<file path="src/rtl/burst_pkg.sv">
package burst_pkg;

    localparam int BEAT_W = 2;

    typedef logic [BEAT_W-1:0] beat_t;

    typedef enum logic {
        ORD_INTERLEAVED = 1'b0,
        ORD_LINEAR      = 1'b1
    } order_e;

    typedef struct packed {
        beat_t  lo;
        order_e ord;
    } low_ctx_t;

    // Low address bits for a given beat of a burst.
    function automatic beat_t map_low(input beat_t base_lo, input beat_t beat, input order_e ord);
        beat_t res;
        if (ord == ORD_LINEAR) res = base_lo + beat;
        else                   res = base_lo ^ beat;
        return res;
    endfunction

endpackage

</file>
<file path="src/rtl/burst_beat_counter.sv">
module burst_beat_counter import burst_pkg::*; (
    input  logic  clk,
    input  logic  rst,
    input  logic  load,
    input  logic  step,
    output beat_t beat
);
    always_ff @(posedge clk) begin
        if (rst)       beat <= '0;
        else if (load) beat <= '0;
        else if (step) beat <= beat + beat_t'(1);
    end
endmodule

</file>
<file path="src/rtl/burst_base_reg.sv">
module burst_base_reg import burst_pkg::*; #(
    parameter int ADDR_W = 16
) (
    input  logic                clk,
    input  logic                rst,
    input  logic                load,
    input  logic [ADDR_W-1:0]   addr_in,
    input  logic                order_in,
    output logic [ADDR_W-3:0]   upper_q,
    output low_ctx_t            ctx_q
);
    localparam int UPPER_W = ADDR_W - BEAT_W;

    always_ff @(posedge clk) begin
        if (rst) begin
            upper_q <= '0;
            ctx_q   <= '{lo: '0, ord: ORD_INTERLEAVED};
        end else if (load) begin
            upper_q <= addr_in[ADDR_W-1 -: UPPER_W];
            ctx_q   <= '{lo: addr_in[BEAT_W-1:0], ord: order_e'(order_in)};
        end
    end
endmodule

</file>
<file path="src/rtl/burst_low_map.sv">
module burst_low_map import burst_pkg::*; (
    input  low_ctx_t ctx,
    input  beat_t    beat,
    output beat_t    low
);
    always_comb low = map_low(ctx.lo, beat, ctx.ord);
endmodule

</file>
<file path="src/rtl/burst_addr_gen.sv">
module burst_addr_gen import burst_pkg::*; #(
    parameter int ADDR_W = 16
) (
    input  logic              clk,
    input  logic              rst,
    input  logic [ADDR_W-1:0] ext_addr,
    input  logic              cpu_strobe,
    input  logic              ctl_strobe,
    input  logic              advance,
    input  logic              order_linear,
    output logic [ADDR_W-1:0] addr_out
);
    localparam int UPPER_W = ADDR_W - BEAT_W;

    logic                load;
    logic [UPPER_W-1:0]  upper_q;
    low_ctx_t            ctx_q;
    beat_t               beat_q;
    beat_t               low_now;

    // Either strobe starts a burst; a start always beats an advance.
    always_comb load = cpu_strobe | ctl_strobe;

    burst_base_reg #(.ADDR_W(ADDR_W)) u_base (
        .clk      (clk),
        .rst      (rst),
        .load     (load),
        .addr_in  (ext_addr),
        .order_in (order_linear),
        .upper_q  (upper_q),
        .ctx_q    (ctx_q)
    );

    burst_beat_counter u_beat (
        .clk  (clk),
        .rst  (rst),
        .load (load),
        .step (advance),
        .beat (beat_q)
    );

    burst_low_map u_map (
        .ctx  (ctx_q),
        .beat (beat_q),
        .low  (low_now)
    );

    always_comb addr_out = {upper_q, low_now};
endmodule

</file>
<file path="config.mk">
export PLATFORM = sky130hd
export DESIGN_NAME = burst_addr_gen
export DESIGN_NICKNAME = d
export VERILOG_FILES = /design/src/rtl/burst_pkg.sv /design/src/rtl/burst_beat_counter.sv /design/src/rtl/burst_base_reg.sv /design/src/rtl/burst_low_map.sv /design/src/rtl/burst_addr_gen.sv
export SDC_FILE = /design/constraint.sdc
export NUM_CORES = 1
export LEC_CHECK = 0
export BUFFER_PORTS_ARGS = -buffer_cell sky130_fd_sc_hd__buf_2
export CAP_MARGIN = 20
export CORE_MARGIN = 4
export CORE_UTILIZATION = 43
export DETAILED_ROUTE_END_ITERATION = 7
export PLACE_DENSITY = 0.8
export SLEW_MARGIN = 20
export SYNTH_ARGS = -nofsm -noshare
export SYNTH_HDL_FRONTEND = slang
export SYNTH_HIERARCHICAL = 1
export SYNTH_SLANG_ARGS = --single-unit
</file>
<file path="constraint.sdc">
create_clock -name clk -period 1.2 [get_ports clk]
set_input_delay 0.12 -clock clk [delete_from_list [all_inputs] [get_ports clk]]
set_output_delay 0.12 -clock clk [all_outputs]
set_load 0.03 [all_outputs]
</file>
### After elaboration in Yosys (flattened, before gate mapping)

Cells that the tools add are included.

| cells by class | value |
|---|---|
| $add $sub $neg | 2 |
| multiplexer cells | 1 |
| bitwise gates (word level) | 2 |
| reductions and logical operators | 1 |

Operators by type and width:

| cell | number |
|---|---|
| $add A2 B1 Y2 const B | 1 |
| $add A2 B2 Y2 | 1 |
| $mux W2 | 1 |
| $reduce_or A2 Y1 | 1 |
| $xor A2 B2 Y2 | 1 |
| $or A1 B1 Y1 | 1 |

| storage, ports and cells | value |
|---|---|
| bits in registers | 19 |
| input bits | 22 |
| output and inout port bits | 16 |

### Longest topological paths before layout

Gate-level depths: netlist (run 1).

| depth | value |
|---|---|
| depth after elaboration | 2 |
| mapped depth | 5 |
| mapped depth without buffers | 3 |

### By module

Netlist (run 1), hierarchy kept.

By module, submodules not included:

| module | times used | cells each | area an instance (µm²) | seq. area each (µm²) |
|---|---|---|---|---|
| burst_base_reg | 1 | 55 | 614.3 | 340.3 |
| burst_beat_counter | 1 | 8 | 85.1 | 40.0 |
| burst_low_map | 1 | 4 | 33.8 | 0.0 |
| burst_addr_gen | 1 | 1 | 6.3 | 0.0 |

### Least setup slack after synthesis (run 1)

Ideal clock, no wire load.

| timing | value |
|---|---|
| kind | reg-to-output |
| from | reg u_beat.beat[0] |
| to | out addr_out[1] |
| arrival | 1.088 ns |
| data required time | 1.080 ns |
| slack | -0.008 ns |
| stages on the path, launching flop included | 4 |
| path buffers | 0 |
| cell sequence | dfxtp_1 > ha_1 > nand2_1 > xnor2_1 |

| between the ends | value |
|---|---|
| cells in the longest elaborated chain, start to end | 2 |

Ends and longest elaborated chain:

| element | RTL line | source |
|---|---|---|
| start, declared | burst_beat_counter.sv:6 | `output beat_t beat` |
| start signal, assigned | burst_beat_counter.sv:11 | `else if (step) beat <= beat + beat_t'(1);` |
| $add A2 B2 Y2 | burst_pkg.sv:20 | `if (ord == ORD_LINEAR) res = base_lo + beat;` |
| $mux W2 | burst_pkg.sv:20 |  |
| end, declared | burst_addr_gen.sv:11 | `output logic [ADDR_W-1:0] addr_out` |

No other way between the ends.

### Final worst setup path (run 1)

| timing | value |
|---|---|
| from | reg u_base/ctx_q[2] (netlist name) |
| to | out addr_out[1] |

| between the ends | value |
|---|---|
| cells in the longest elaborated chain, start to end | 2 |
| elaborated cells between the ends (all ways) | 3 |

Ends and longest elaborated chain:

| element | RTL line |
|---|---|
| $add A2 B2 Y2 or $xor A2 B2 Y2 (tied branches) | burst_pkg.sv:20, burst_pkg.sv:21 |
| $mux W2 * | burst_pkg.sv:20 |

Mark *: on every way between the ends. The rest lies on a longest branch, timed or not.

==> metrics, run 1 <==
Final Skew 0.1060 ps; Data arrival, critical path 1140 ps; post-DR wirelength/cell 11.75 um; H-tree depth 1; reg-to-reg critical path startpoint u_beat/beat[0]; first-pass GRT wire length 2773 um; period utilization 1.050; Max FO, Critical Path 2; Least-Margin Pin Slew 307.3 ps; core area 1559 um2; Hold Crit Class input pin to register; GR Util met2 0.2500; failing checks setup timing; status complete, but fails checks; Routed WL 1469 um; Via Count 581; antenna violations before repair 0; syn_area_per_cell 10.87 um2; io pins 38; hold_sp ext_addr[15]; die width 49.47 um; worst setup margin -59.60 ps; site row count 14; Skew-Pair Late Insertion Delay 290 ps; residual DRC count 0; IO buf count 37; Gate power share 0.199; yosys warns 6; worst vdd ir 819.6 uV; most common library cell in the layout ignoring fill and taps buf_2; Post-Syn Nets 91; CP startpoint u_base/ctx_q[2]; most frequent cells in the layout buf_2, nor2_1, mux2i_1, dfxtp_1; placed wire-length estimate 1119 um; clock-pin slew on the worst setup and hold paths 110 ps; Die Ht 49.47 um; Sw Ratio 0.2818; vias in the first global route 658; relative slew slack 0.7952; Power Density 1235 nW/um2; placed instance area 934.6 um2; CTS buffer count 3; pin count of the biggest net entering global routing 19; layout cells sized above 1 0.4954; Die ar. 2447 um2; Clock power frac 0.250; Placement Setup Slack 127.9 ps; Syn-to-layout area delta 37.22%; layout net count 133; Seq cells post-synth 19; Via density 4.648; CP Capture Type output pin; Total GRT Usage 0.1421; Synth cell types 15; Antenna diodes 0; largest cells by area after synthesis dfxtp_1, mux2i_1, nor2_1, buf_12, xnor2_1; Final Hold Vio Count 0; clock sink count 19; Worst EP required 1080 ps; RSZ-0062 raised after global routing true; buffer depth of the longest clock path 2; Fmax achieved 793.9 MHz; Finish-stage setup viols 1; register area share after synthesis 0.5144; leakage power 0.5806 nW; Initial Util 0.4743; Root Driver clkbuf_4; Period minus WS final 1260 ps; RR Endpoint u_beat/beat[1]; Switching Power 0.3531 mW; hold path depth 3; CTS tree yes; met1 Use GR 0.1676; Max-Cap Viols 0; Startpoint Class register; Post-DRT Antenna Nets 0; post-route cell area 1015 um2; Mapped Area 739.5 um2; Seq pwr share 0.551; # hold bufs at CTS 0; fill count 131; 1st-pass router iterations 2; WHS Endpoint u_base/upper_q[13]; Synth top area share 0.5144; R2R depth 3; P_int 0.8998 mW; Slew Viols, Final 0; critical path type register to output pin; GR peak layer met2; gpl congestion 0.6841; DRT iter0 DRCs 6; grt total ovfl 0; cell count after synthesis 68; leading area contributor after synthesis dfxtp_1; M3 GR Usage 0.03916; Reg2Reg Setup Slack 360 ps
==> timing repair <==
item,4_1_cts,5_1_grt
gates resized for setup,12,1
setup endpoints to repair,2,1
pin swaps,1,1
buffers inserted,1,0
==> worst max-delay path: stages, from the launching register on <==
cell and delay, ps:
dfxtp_2 350, xor2_2 180, xnor2_2 170, buf_6 150
==> area by class of cell <==
cell class | count | area (um2) | area share
multi-input combinational | 45 | 354.1 | 0.3490
sequential | 19 | 385.4 | 0.3798
clock inverter | 1 | 5.005 | 0.004932
tap | 16 | 20.02 | 0.01973
timing repair buffer | 41 | 227.7 | 0.2244
clock buffer | 3 | 22.52 | 0.02219
==> synthesized netlist by cell type <==
library cell and n:
a21bo_1 1, a21oi_2 1, buf_12 1, buf_2 1
buf_6 1, clkbuf_1 1, dfxtp_1 19, ha_1 1
mux2i_1 17, nand2_1 1, nand3b_1 1, nor2_1 18
or2_1 2, xnor2_1 2, xor2_1 1
==> logic make-up after synthesis <==
| group | after synthesis | share of synthesized area |
|---|---|---|
| flops | 19 | 0.5144 |
| compound gates | 2 | 0.02538 |
| xor+xnor | 3 | 0.03554 |
| fa+ha+maj | 1 | 0.01692 |
| simple gates | 22 | 0.1235 |
| mux | 17 | 0.2301 |
| buf+inv | 4 | 0.05413 |
==> power by group through the flow <==
stage	Sequential [mW]	Combinational [mW]	Clock, mW
floorplan	0.761	0.105	0
global placement	0.699	0.235	0
detailed placement	0.701	0.238	0
CTS	0.690	0.251	0.331
global route	0.696	0.274	0.365
finish	0.690	0.250	0.313
==> worst max-delay path by stage <==
stage / cells past startpoint / slack, ps / end
floorplan: 3 / 160 / addr_out[1]
global placement: 5 / 140 / u_beat/beat[0]
detailed placement: 5 / 130 / u_beat/beat[1]
CTS: 3 / -80 / addr_out[1]
global route: 3 / -140 / addr_out[1]
finish: 3 / -60 / addr_out[1]
==> stage by stage <==
step                hold slack (ps)  cells  TNS, ps  utilization  total power, mW
floorplan                     256.8     68        0            -           0.8653
global placement              350.5    120        0       0.5995           0.9343
detailed placement            367.0    120        0       0.5995           0.9392
CTS                           55.89    125   -79.35       0.6477            1.272
global route                  60.91    125   -136.0       0.6509            1.335
finish                        61.33    125   -59.60       0.6509            1.253
==> state kept, by name, summed over array words and instances, names as in the netlist <==
signal and cells:
u_base/ctx_q 3, u_beat/beat 2, u_base/upper_q 14
==> routing by layer <==
| layer | share of wire | routed length, um |
|---|---|---|
| met1 | 0.42 | 616 |
| met2 | 0.48 | 706 |
| met3 | 0.099 | 146 |
| met5 | 0 | 0 |
| met4 | 0 | 0 |
Note: power is estimated with default switching activity, not from simulation.
==> run 2, diff against run 1 <==
--- a/config.mk
+++ b/config.mk
@@ -11,6 +11,7 @@
 export CORE_UTILIZATION = 43
 export DETAILED_ROUTE_END_ITERATION = 7
 export PLACE_DENSITY = 0.8
+export SKIP_LAST_GASP = 1
 export SLEW_MARGIN = 20
 export SYNTH_ARGS = -nofsm -noshare
 export SYNTH_HDL_FRONTEND = slang
==> metrics, run 2 (same netlist as run 1, synthesis figures left out) <==
Least-Margin Pin Slew 307.6 ps (was 307.3 ps); worst vdd ir 819.6 uV (about the same); grt total ovfl 0 (unchanged); Routed WL 1471 um (was 1469 um); Period minus WS final 1260 ps (about the same); Power Density 1240 nW/um2 (was 1235 nW/um2); period utilization 1.050 (about the same); Startpoint Class register (unchanged); H-tree depth 1 (unchanged); Data arrival, critical path 1140 ps (about the same); die width 49.47 um (unchanged); CP Capture Type output pin (unchanged); antenna violations before repair 0 (unchanged); Die Ht 49.47 um (unchanged); Initial Util 0.4743 (unchanged); Total Power 1.252 mW (was 1.253 mW); largest registers u_base/upper_q (14), u_base/ctx_q (3), u_beat/beat (2) (unchanged); io pins 38 (unchanged); Crit-path slowest cell dfxtp_2 (unchanged); register area 385.4 um2 (unchanged); Finish-stage setup viols 1 (unchanged); leakage power 0.5682 nW (was 0.5806 nW); first-pass GRT wire length 2773 um (unchanged); Fmax achieved 793.9 MHz (about the same); max FFs per register 14 (unchanged); buffer depth of the longest clock path 2 (unchanged); fill count 132 (was 131); CTS tree yes (unchanged); critical path type register to output pin (unchanged); post-DR wirelength/cell 11.77 um (was 11.75 um); relative slew slack 0.7949 (was 0.7952); vias in the first global route 658 (unchanged); placed wire-length estimate 1119 um (unchanged); slowest stage delay, CP 350 ps (about the same); Hold Crit Class input pin to register (unchanged); clock sink count 19 (unchanged); Slew Viols, Final 0 (unchanged); Post-DRT Antenna Nets 0 (unchanged); IO buf count 37 (unchanged); pin count of the biggest net entering global routing 19 (unchanged); DRT iter0 DRCs 6 (unchanged); most frequent cells in the layout buf_2, nor2_1, mux2i_1, dfxtp_1 (unchanged); site row count 14 (unchanged); status complete, but fails checks (unchanged); # hold bufs at CTS 0 (unchanged); Final Skew 0.1060 ps (unchanged); Die ar. 2447 um2 (unchanged); Max FO, Critical Path 2 (unchanged); critical path's top delay family flip-flops (unchanged); crit-path cells xor2_2, xnor2_2, buf_6 (unchanged); Buf/Inv on CP 1 (unchanged); Worst EP required 1080 ps (about the same); failing checks setup timing (unchanged); layout net count 133 (unchanged); gpl congestion 0.6841 (unchanged); Antenna diodes 0 (unchanged); 1st-pass router iterations 2 (unchanged); # placed instances 120 (unchanged); Final Util 0.6477 (was 0.6509); RSZ-0062 raised after global routing true (unchanged); Reg2Reg Setup Slack 360 ps (about the same); multi-input logic area 349.1 um2 (was 354.1 um2); Cell Count, Final, Fillers Out 125 (unchanged); worst setup margin -59.62 ps (was -59.60 ps); residual DRC count 0 (unchanged); Via density 4.648 (unchanged); Syn-to-layout area delta 36.55% (was 37.22%); Max-Cap Viols 0 (unchanged); CTS buffer count 3 (unchanged); clock-pin slew on the worst setup and hold paths 110 ps (about the same); Biggest register u_base/upper_q (unchanged); Via Count 581 (unchanged); layout cells sized above 1 0.4954 (unchanged); Total GRT Usage 0.1421 (unchanged); core area 1559 um2 (unchanged); Final Hold Vio Count 0 (unchanged); Skew-Pair Late Insertion Delay 290 ps (about the same); Root Driver clkbuf_4 (unchanged); most common library cell in the layout ignoring fill and taps buf_2 (unchanged)
run 2: final timing paths:
kind | startpoint | end | cells after the start
worst max-delay path | u_base/ctx_q[2] | addr_out[1] | 3
worst max register to register | u_beat/beat[0] | u_beat/beat[1] | 3
worst min-delay path | ext_addr[15] | u_base/upper_q[13] | 3
worst min register to register | u_base/upper_q[13] | u_base/upper_q[13] | 2
run 2: routing by layer:
layer / up-vias / routed length, um / track usage
li1: 304 / - / -
met5: - / 0 / 0
met4: 0 / 0 / 0.04147
met1: 251 / 619 / 0.1676
met3: 0 / 146 / 0.03916
met2: 26 / 705 / 0.2500
run 2: power by group:
group          leakage [nW]  switching [mW]  internal (mW)
clock                0.0177           0.189          0.124
combinational         0.392           0.143          0.106
sequential            0.159          0.0202          0.669
run 2: layout make-up:
| cell class | instances | share of cell area |
|---|---|---|
| Sequential cell | 19 | 0.3817 |
| Multi-Input combinational cell | 45 | 0.3457 |
| Timing Repair Buffer | 41 | 0.2255 |
| Clock buffer | 3 | 0.02230 |
| Tap cell | 16 | 0.01983 |
| Clock inverter | 1 | 0.004957 |
run 2: metrics by stage:
step	cell area, um2	hold slack, ps	setup slack, ps	setup TNS (ps)
2_1_floorplan	747.0	256.8	161.4	0
3_3_place_gp	934.6	350.5	143.4	0
3_5_place_dp	934.6	367.0	127.9	0
4_1_cts	1010	55.89	-80.04	-80.04
5_1_grt	1010	60.91	-141.2	-141.2
6_report	1010	61.33	-59.62	-59.62
run 2: timing repair:
action | 4_1_cts | 5_1_grt
resized for setup | 12 | 0
setup endpoints to repair | 2 | 1
buffers inserted | 1 | 0
run 2: worst register-to-register path, cell delays in order, from the launching register on:
cell     delay [ps]
dfxtp_2         350
buf_4           140
a21bo_1         170
a21oi_2         120
